$ cat src/rtl/mdiv_pkg.sv
// Package: shared limits and helpers for the master clock divider.
// Assumes divisor values are carried as unsigned integers wide enough for
// the largest divisor.
package mdiv_pkg;

    localparam int unsigned MDIV_MIN_DEF = 2;
    localparam int unsigned MDIV_MAX_DEF = 16;

    // Returns 1 when a requested divisor lies inside [lo, hi].
    function automatic logic div_in_range(input int unsigned val,
                                          input int unsigned lo,
                                          input int unsigned hi);
        return (val >= lo) && (val <= hi);
    endfunction

endpackage

$ cat src/rtl/div_shadow.sv
// Module: div_shadow
// Holds the active divisor and a pending one written by software.
// Out-of-range writes are dropped. At a period boundary the active divisor
// takes the newest accepted value: a write on the boundary edge itself,
// else the pending value, else it stays unchanged.
// Assumes period_end is high for exactly the last source cycle of a period.
module div_shadow #(
    parameter int unsigned DMIN = 2,
    parameter int unsigned DMAX = 16,
    parameter int unsigned DW   = 5
) (
    input  logic          clk,
    input  logic          rst_n,
    input  logic          wr_en,
    input  logic [DW-1:0] wr_val,
    input  logic          period_end,
    output logic [DW-1:0] act_div,
    output logic [DW-1:0] nxt_div
);
    import mdiv_pkg::*;

    logic          wr_ok;
    logic          pend_v;
    logic [DW-1:0] pend_val;

    // Qualify the write strobe with the legal divisor range.
    always_comb begin
        wr_ok = wr_en && div_in_range(int'(wr_val), DMIN, DMAX);
    end

    // Pick the divisor that the next period would use.
    always_comb begin
        if (wr_ok)       nxt_div = wr_val;
        else if (pend_v) nxt_div = pend_val;
        else             nxt_div = act_div;
    end

    // Track the pending request and commit it only on a boundary.
    always_ff @(posedge clk) begin
        if (!rst_n) begin
            act_div  <= DW'(DMAX);
            pend_val <= DW'(DMAX);
            pend_v   <= 1'b0;
        end else begin
            if (wr_ok) pend_val <= wr_val;
            if (period_end) begin
                act_div <= nxt_div;
                pend_v  <= 1'b0;
            end else if (wr_ok) begin
                pend_v  <= 1'b1;
            end
        end
    end

    AST_ACTIVE_IN_RANGE: assert property (@(posedge clk) disable iff (!rst_n)
        (act_div >= DW'(DMIN)) && (act_div <= DW'(DMAX)));

    AST_RESET_SLOWEST: assert property (@(posedge clk) disable iff (!rst_n)
        !$past(rst_n) |-> act_div == DW'(DMAX));

    AST_HOLD_MIDPERIOD: assert property (@(posedge clk) disable iff (!rst_n)
        !period_end |=> $stable(act_div));

    AST_BAD_WRITE_IGNORED: assert property (@(posedge clk) disable iff (!rst_n)
        (wr_en && !wr_ok) |=> $stable(pend_val));

    AST_LAST_WRITE_KEPT: assert property (@(posedge clk) disable iff (!rst_n)
        (wr_ok && !period_end) |=> (pend_v && pend_val == $past(wr_val)));

endmodule

$ cat src/rtl/div_phase_ctr.sv
// Module: div_phase_ctr
// Counts source cycles within an output period and drives the registered
// divided clock: high for the first floor(N/2) counts, low for the rest.
// Assumes cur_div only changes on the edge where period_end is high, and
// that nxt_div is the divisor chosen for the following period.
module div_phase_ctr #(
    parameter int unsigned DMAX = 16,
    parameter int unsigned DW   = 5,
    parameter int unsigned CW   = 4
) (
    input  logic          clk,
    input  logic          rst_n,
    input  logic [DW-1:0] cur_div,
    input  logic [DW-1:0] nxt_div,
    output logic          period_end,
    output logic          clk_out
);
    logic [CW-1:0] cnt;
    logic [CW-1:0] cnt_nxt;
    logic [DW-1:0] div_sel;
    logic [DW-1:0] half_sel;

    // Detect the last source cycle of the running period.
    always_comb begin
        period_end = (DW'(cnt) == (cur_div - DW'(1)));
    end

    // Next count and the divisor governing the next cycle.
    always_comb begin
        cnt_nxt  = period_end ? '0 : cnt + CW'(1);
        div_sel  = period_end ? nxt_div : cur_div;
        half_sel = div_sel >> 1;
    end

    // Advance the counter and register the output phase.
    always_ff @(posedge clk) begin
        if (!rst_n) begin
            cnt     <= CW'(DMAX - 1);
            clk_out <= 1'b0;
        end else begin
            cnt     <= cnt_nxt;
            clk_out <= (DW'(cnt_nxt) < half_sel);
        end
    end

    AST_RISE_AT_START: assert property (@(posedge clk) disable iff (!rst_n)
        $rose(clk_out) |-> (cnt == '0));

    AST_FALL_AT_HALF: assert property (@(posedge clk) disable iff (!rst_n)
        $fell(clk_out) |-> (DW'(cnt) == (cur_div >> 1)));

endmodule

$ cat src/rtl/mclk_divider.sv
// Module: mclk_divider (top)
// Programmable integer clock divider, 2..16, with a registered output.
// Divisor changes take effect only at output period boundaries.
// Assumes a single source clock domain; source selection is done upstream.
module mclk_divider #(
    parameter int unsigned DMIN = mdiv_pkg::MDIV_MIN_DEF,
    parameter int unsigned DMAX = mdiv_pkg::MDIV_MAX_DEF,
    parameter int unsigned DW   = 5
) (
    input  logic          clk_in,
    input  logic          rst_n,
    input  logic          div_wr,
    input  logic [DW-1:0] div_wdata,
    output logic          clk_out,
    output logic [DW-1:0] div_active
);
    localparam int unsigned CW = $clog2(DMAX);

    logic          period_end;
    logic [DW-1:0] nxt_div;

    div_shadow #(.DMIN(DMIN), .DMAX(DMAX), .DW(DW)) u_shadow (
        .clk        (clk_in),
        .rst_n      (rst_n),
        .wr_en      (div_wr),
        .wr_val     (div_wdata),
        .period_end (period_end),
        .act_div    (div_active),
        .nxt_div    (nxt_div)
    );

    div_phase_ctr #(.DMAX(DMAX), .DW(DW), .CW(CW)) u_phase (
        .clk        (clk_in),
        .rst_n      (rst_n),
        .cur_div    (div_active),
        .nxt_div    (nxt_div),
        .period_end (period_end),
        .clk_out    (clk_out)
    );

    AST_ACTIVE_MOVES_ON_RISE: assert property (@(posedge clk_in) disable iff (!rst_n)
        (div_active != $past(div_active)) |-> $rose(clk_out));

endmodule

$ cat config.mk
export PLATFORM = sky130hd
export DESIGN_NAME = mclk_divider
export DESIGN_NICKNAME = d
export VERILOG_FILES = /design/src/rtl/mdiv_pkg.sv /design/src/rtl/div_shadow.sv /design/src/rtl/div_phase_ctr.sv /design/src/rtl/mclk_divider.sv
export SDC_FILE = /design/constraint.sdc
export NUM_CORES = 1
export LEC_CHECK = 0
export BUFFER_PORTS_ARGS = -buffer_cell sky130_fd_sc_hd__clkbuf_2
export CAP_MARGIN = 20
export CORE_ASPECT_RATIO = 1.25
export CORE_UTILIZATION = 54
export CTS_CLUSTER_SIZE = 28
export DETAILED_ROUTE_END_ITERATION = 10
export PLACE_DENSITY = 0.76
export SLEW_MARGIN = 20
export SYNTH_ARGS = -nofsm -noshare
export SYNTH_HDL_FRONTEND = slang
export SYNTH_SLANG_ARGS = --single-unit
$ cat constraint.sdc
create_clock -name clk_in -period 2.7 [get_ports clk_in]
set_input_delay 0.135 -clock clk_in [delete_from_list [all_inputs] [get_ports clk_in]]
set_output_delay 0.135 -clock clk_in [all_outputs]
set_load 0.01 [all_outputs]
# Word level (Yosys, flattened, before mapping)
# Index checks and enable logic that the tools add are counted.
dict set report classes {
  eq_ne 1
  div 0
  reduce_logical 5
  n_lt_le_gt_ge 3
  bitwise_logic 1
  n_mux 4
  addsub 2
  n_mul 0
  shifts 0
}
# op count
set ops {}
lappend ops {{5-bit two-way mux} 3}
lappend ops {{4-bit by 5-bit == test with 1-bit output} 1}
lappend ops {{5-bit by 2-bit greater-or-equal comparator with 1-bit output, second input constant} 1}
lappend ops {{5-bit <= comparator, second input constant} 1}
lappend ops {{5-bit by 1-bit subtractor with 5-bit output, second input constant} 1}
lappend ops {{4-bit by 1-bit adder with 4-bit output, second input constant} 1}
lappend ops {{4-bit less-than comparator} 1}
lappend ops {{4-bit two-way mux} 1}
lappend ops {{1-bit logical AND} 2}
lappend ops {{2-bit AND reduction} 1}
lappend ops {{2-bit nonzero test} 1}
lappend ops {{2-bit OR reduction} 1}
lappend ops {{1-bit inverter} 1}
dict set report totals {
  ramBits 0
  latch_bits 0
  register_bits 16
  mem_bits_ro 0
  out_inout_bits 6
  input_bits 8
  memories 0
}

# Logic depth before layout (Yosys ltp)
dict set report logic_depth {
  word_depth 6
  ltp_mapped 13
  depth_no_buf 12
}

# By module
# From an unflattened synthesis, not the netlist that was laid out.
dict set report hier_totals {
  hier_cells 122
  area_unflattened_um2 1067.3
}
# mod cells_per_inst n_inst area_each_um2 seq_area_each_um2
set modules_own_cells {}
lappend modules_own_cells {div_shadow 78 1 649.4 220.2}
lappend modules_own_cells {div_phase_ctr 44 1 417.9 100.1}

# Worst setup path after synthesis
# No wires, ideal clock.
dict set report synth_timing {
  path_kind {register -> register}
  startpoint {register u_shadow.act_div[0]}
  endpoint {register u_phase.clk_out}
  path_buffers 1
  t_arrival_ns 2.439
  path_stages_with_launch 13
  slack_ns 0.187
  setup_ns 0.074
  t_required_ns 2.626
  path_cell_list {dfxtp_1 -> inv_1 -> ha_1 -> xor3_1 -> nor3_2 -> and3_2 -> buf_6 -> a2bb2oi_2 -> ha_1 -> a21o_1 -> a211oi_1 -> o21ai_1 -> a31oi_1}
}
dict set report synth_via {
  elab_chain_len 4
  elab_cells_between_ends 5
  classes_between {add/sub: 1; order compare: 1; eq/ne: 1; mux: 2}
}
# element line
set synth_lines {}
lappend synth_lines {{start, declared} div_shadow.sv:17} ;# output logic [DW-1:0] act_div,
lappend synth_lines {{start signal, assigned} div_shadow.sv:41} ;# act_div <= DW'(DMAX);
lappend synth_lines {{start signal, assigned} div_shadow.sv:47} ;# act_div <= nxt_div;
lappend synth_lines {{5-bit by 1-bit subtractor with 5-bit output *} div_phase_ctr.sv:25} ;# period_end = (DW'(cnt) == (cur_div - DW'(1)));
lappend synth_lines {{4-bit by 5-bit == test with 1-bit output *} div_phase_ctr.sv:25}
lappend synth_lines {{4-bit two-way mux / 5-bit two-way mux (equally long branches)} {div_phase_ctr.sv:30, div_phase_ctr.sv:31}}
lappend synth_lines {{4-bit less-than comparator *} div_phase_ctr.sv:42} ;# clk_out <= (DW'(cnt_nxt) < half_sel);
lappend synth_lines {{end signal, assigned} div_phase_ctr.sv:42}
lappend synth_lines {{end, declared} div_phase_ctr.sv:16} ;# output logic clk_out
# Every way passes the cells marked *; elsewhere a longest branch is shown, timed or not.
# A chain may end at the register's enable or synchronous reset.

# Worst setup path in the final report
# Same ends and word-level chain as after synthesis.

==> impl_metrics.ini <==
[outcome]
status = complete, no violations

[worst_setup_path]
cp_max_fo = 10
setup.worst_path.start = u_shadow.act_div[0]
worst-path-buf-inv = 1
slowest_delay_ns = 0.37
regToRegStartpoint = u_shadow.act_div[0]
required_ns = 2.94
cpMostUsedCell = ha_1
end_kind = flip-flop
critical_path_class = reg -> reg
crit_family = compound AO/OA/AOI/OAI gates
startpoint_type = flip-flop
cpMaxStageDelayCell = xor3_1
crit_chain = inv_1 -> ha_1 -> xor3_1 -> nor3_2 -> and3_4 -> a2bb2oi_2 -> ha_1 -> a21o_1 -> a211oi_1 -> o21ai_1 -> a31oi_1
crit_arrival_ns = 2.73

[logic_synthesis]
synth_flop_cell = dfxtp_1
synth_edf_count = 0
synth_top_family_by_area = compound AO/OA/AOI/OAI gates
syn_area_um2 = 937
ys_warn_count = 0
ys_seq_area_share_pct = 34.2
yosys.area_share.simple_pct = 19.9
syn_area_per_cell_um2 = 8.84
synthAdderAreaFrac_pct = 6.68
synth_compound_area_share_pct = 21.6
syn-instance-count = 106
synth_xor_area_share_pct = 9.08
ys_seq_elements = 16
synth_nets = 119
synthMuxAreaShare_pct = 3.74
synth.distinct_cells = 41
synthArstFlopShare_pct = 0

[floorplanning]
num_io_pins = 14
start_util_pct = 58.5
fp.dieW_um = 39.3
num_rows = 16
die_height_um = 48.6
die_area_mm2 = 0.00191
core_area_mm2 = 0.00160

[finish]
area_growth_pct = 16.2
num_antenna_cells = 0
final_cells = 144
drive_gt1_share_pct = 24.6
fillers = 144
fin_nets = 140

[placed_design]
dp_cells = 137
hpwl_um = 1590
gp_congestion = 0.853
port_buffers = 13

[timing]
worstMarginPinSlew_ns = 0.356
finalSetupViolations = 0
setup_tns_ns = 0
timing.hold.ws_ns = 0.109
period_needed_ns = 2.49
hold_viol_final = 0
slew_viol_final = 0
timing.final.crit_share_pct = 92.4
finClkSkew_ns = 0.00423
timing.fmax_mhz = 401
rsz0062_at_grt = no
max_slew_margin_pct = 75.6

[routing]
drtIter0Drc = 21
avgViaCountPerCell = 5.88
drc = 0
vias = 846
wl_um = 2080
drt_pass1_iterations = 4
post_drt_wl_per_cell_um = 14.5
ant_nets = 0

[run]
maxCapViolations = 0

[pwr]
power_mw = 1.31
vdd_drop_max_uv = 581
p_leak_nw = 0.463
power_density_mw_per_mm2 = 1200

[clock_tree]
cts_inserted_buffers = 3
cts_tree = yes
cts-root-buf = clkbuf_4
path_clk_slew_ns = 0.10
cts.path.max_buffers = 2
cts_hold_buffers = 0
worstSkewPairLatency_ns = 0.30
cts.sinks = 16
ctsHtreeMaxLevel = 1

[grt]
grt_max_degree = 14
grt_pass1_vias = 801
antenna_found_initial = 0
grt_overflow = 0
grt_first_pass_wirelength_um = 3420
grtUsageTotal_pct = 25.6

[worst_hold_path]
hold_class = in -> reg
holdCritStartpoint = div_wdata[0]
per-layer routing:
layer  part of all wire [%]  GRT usage, %
met2                     52          42.8
met3                    4.0          2.75
met4                    2.0          10.3
met1                     42          31.9
met5                      0             0
cells in the final DEF, fill, tap and decap left out, types with 2 or more instances in the layout:
| cell type | n |
|---|---|
| clkbuf_4 | 3 |
| xor2_1 | 2 |
| nor3_1 | 5 |
| nand2_1 | 13 |
| xnor2_1 | 5 |
| o21ai_0 | 6 |
| nand2b_1 | 2 |
| o21ai_1 | 2 |
| ha_1 | 5 |
| nor2_1 | 6 |
| clkbuf_2 | 13 |
| nor2b_1 | 2 |
| o32ai_1 | 2 |
| mux2i_1 | 2 |
| a21oi_1 | 6 |
| dfxtp_1 | 15 |
| inv_1 | 6 |
| buf_4 | 5 |
flip-flops by register name, indices dropped and copies added, names as in the netlist:
name and count:
u_shadow.act_div 5, u_shadow.pend_val 5, u_phase.cnt 4, u_phase.clk_out 1, u_shadow.pend_v 1
worst min-delay path: stages:
cell and delay [ns]:
clkbuf_2 0.10, nand2_1 0.08, a21oi_1 0.06
cell usage after synthesis (all sizes together) (5+ instances only):
| library cell | instances | area (µm²) |
|---|---|---|
| a21oi | 6 | 30.0 |
| dfxtp | 16 | 320 |
| ha | 5 | 62.6 |
| inv | 7 | 26.3 |
| nand2 | 13 | 48.8 |
| nor2 | 6 | 22.5 |
| nor3 | 7 | 51.3 |
| o21ai | 8 | 40.0 |
| xnor2 | 5 | 43.8 |
through the flow:
stage	instance area (µm²)	setup slack (ns)	utilization (%)
after global routing	1090	0.0352	68.0
after floorplan	937	0.187	-
final	1090	0.205	68.0
after global placement	1020	0.161	64.0
after CTS	1060	0.0637	66.3
after detailed placement	1020	0.0905	64.0
area by class of cell:
cell class	instances	area (µm²)	share of cell area, %
tap	18	22.5	2.07
sequential	16	322	29.5
clock buffer	4	36.3	3.33
inverter	8	30.0	2.76
timing repair buffer	18	103	9.43
multi-input combinational	80	576	52.9
power breakdown:
part | total (mW) | switching (mW) | internal, mW
Sequential | 0.367 | 0.0674 | 0.300
Combinational | 0.778 | 0.390 | 0.388
Clock | 0.165 | 0.0830 | 0.0824
Total | 1.31 | 0.541 | 0.770
timing repair:
action / CTS / global route
endpoints found under the setup margin: 0 / 1
buffers inserted: 0 / 3
hold endpoints to repair: 0 / 0
resized for setup: 0 / 2
final timing paths:
check	endpoint	slack, ns	cells after the start
min reg2reg	u_shadow.pend_val[3]	0.47	2
max reg2reg	u_phase.clk_out	0.21	11
min	u_shadow.pend_val[0]	0.11	3
max	u_phase.clk_out	0.21	11
kinds of logic after synthesis:
kind of cell | Yosys count
AND/OR/NAND/NOR | 35
AO/OA/AOI/OAI | 29
flip-flops | 16
buffers and inverters | 10
XOR/XNOR | 8
adder cells (fa/ha/maj) | 5
multiplexers | 3
(Power assumes the default switching activity.)
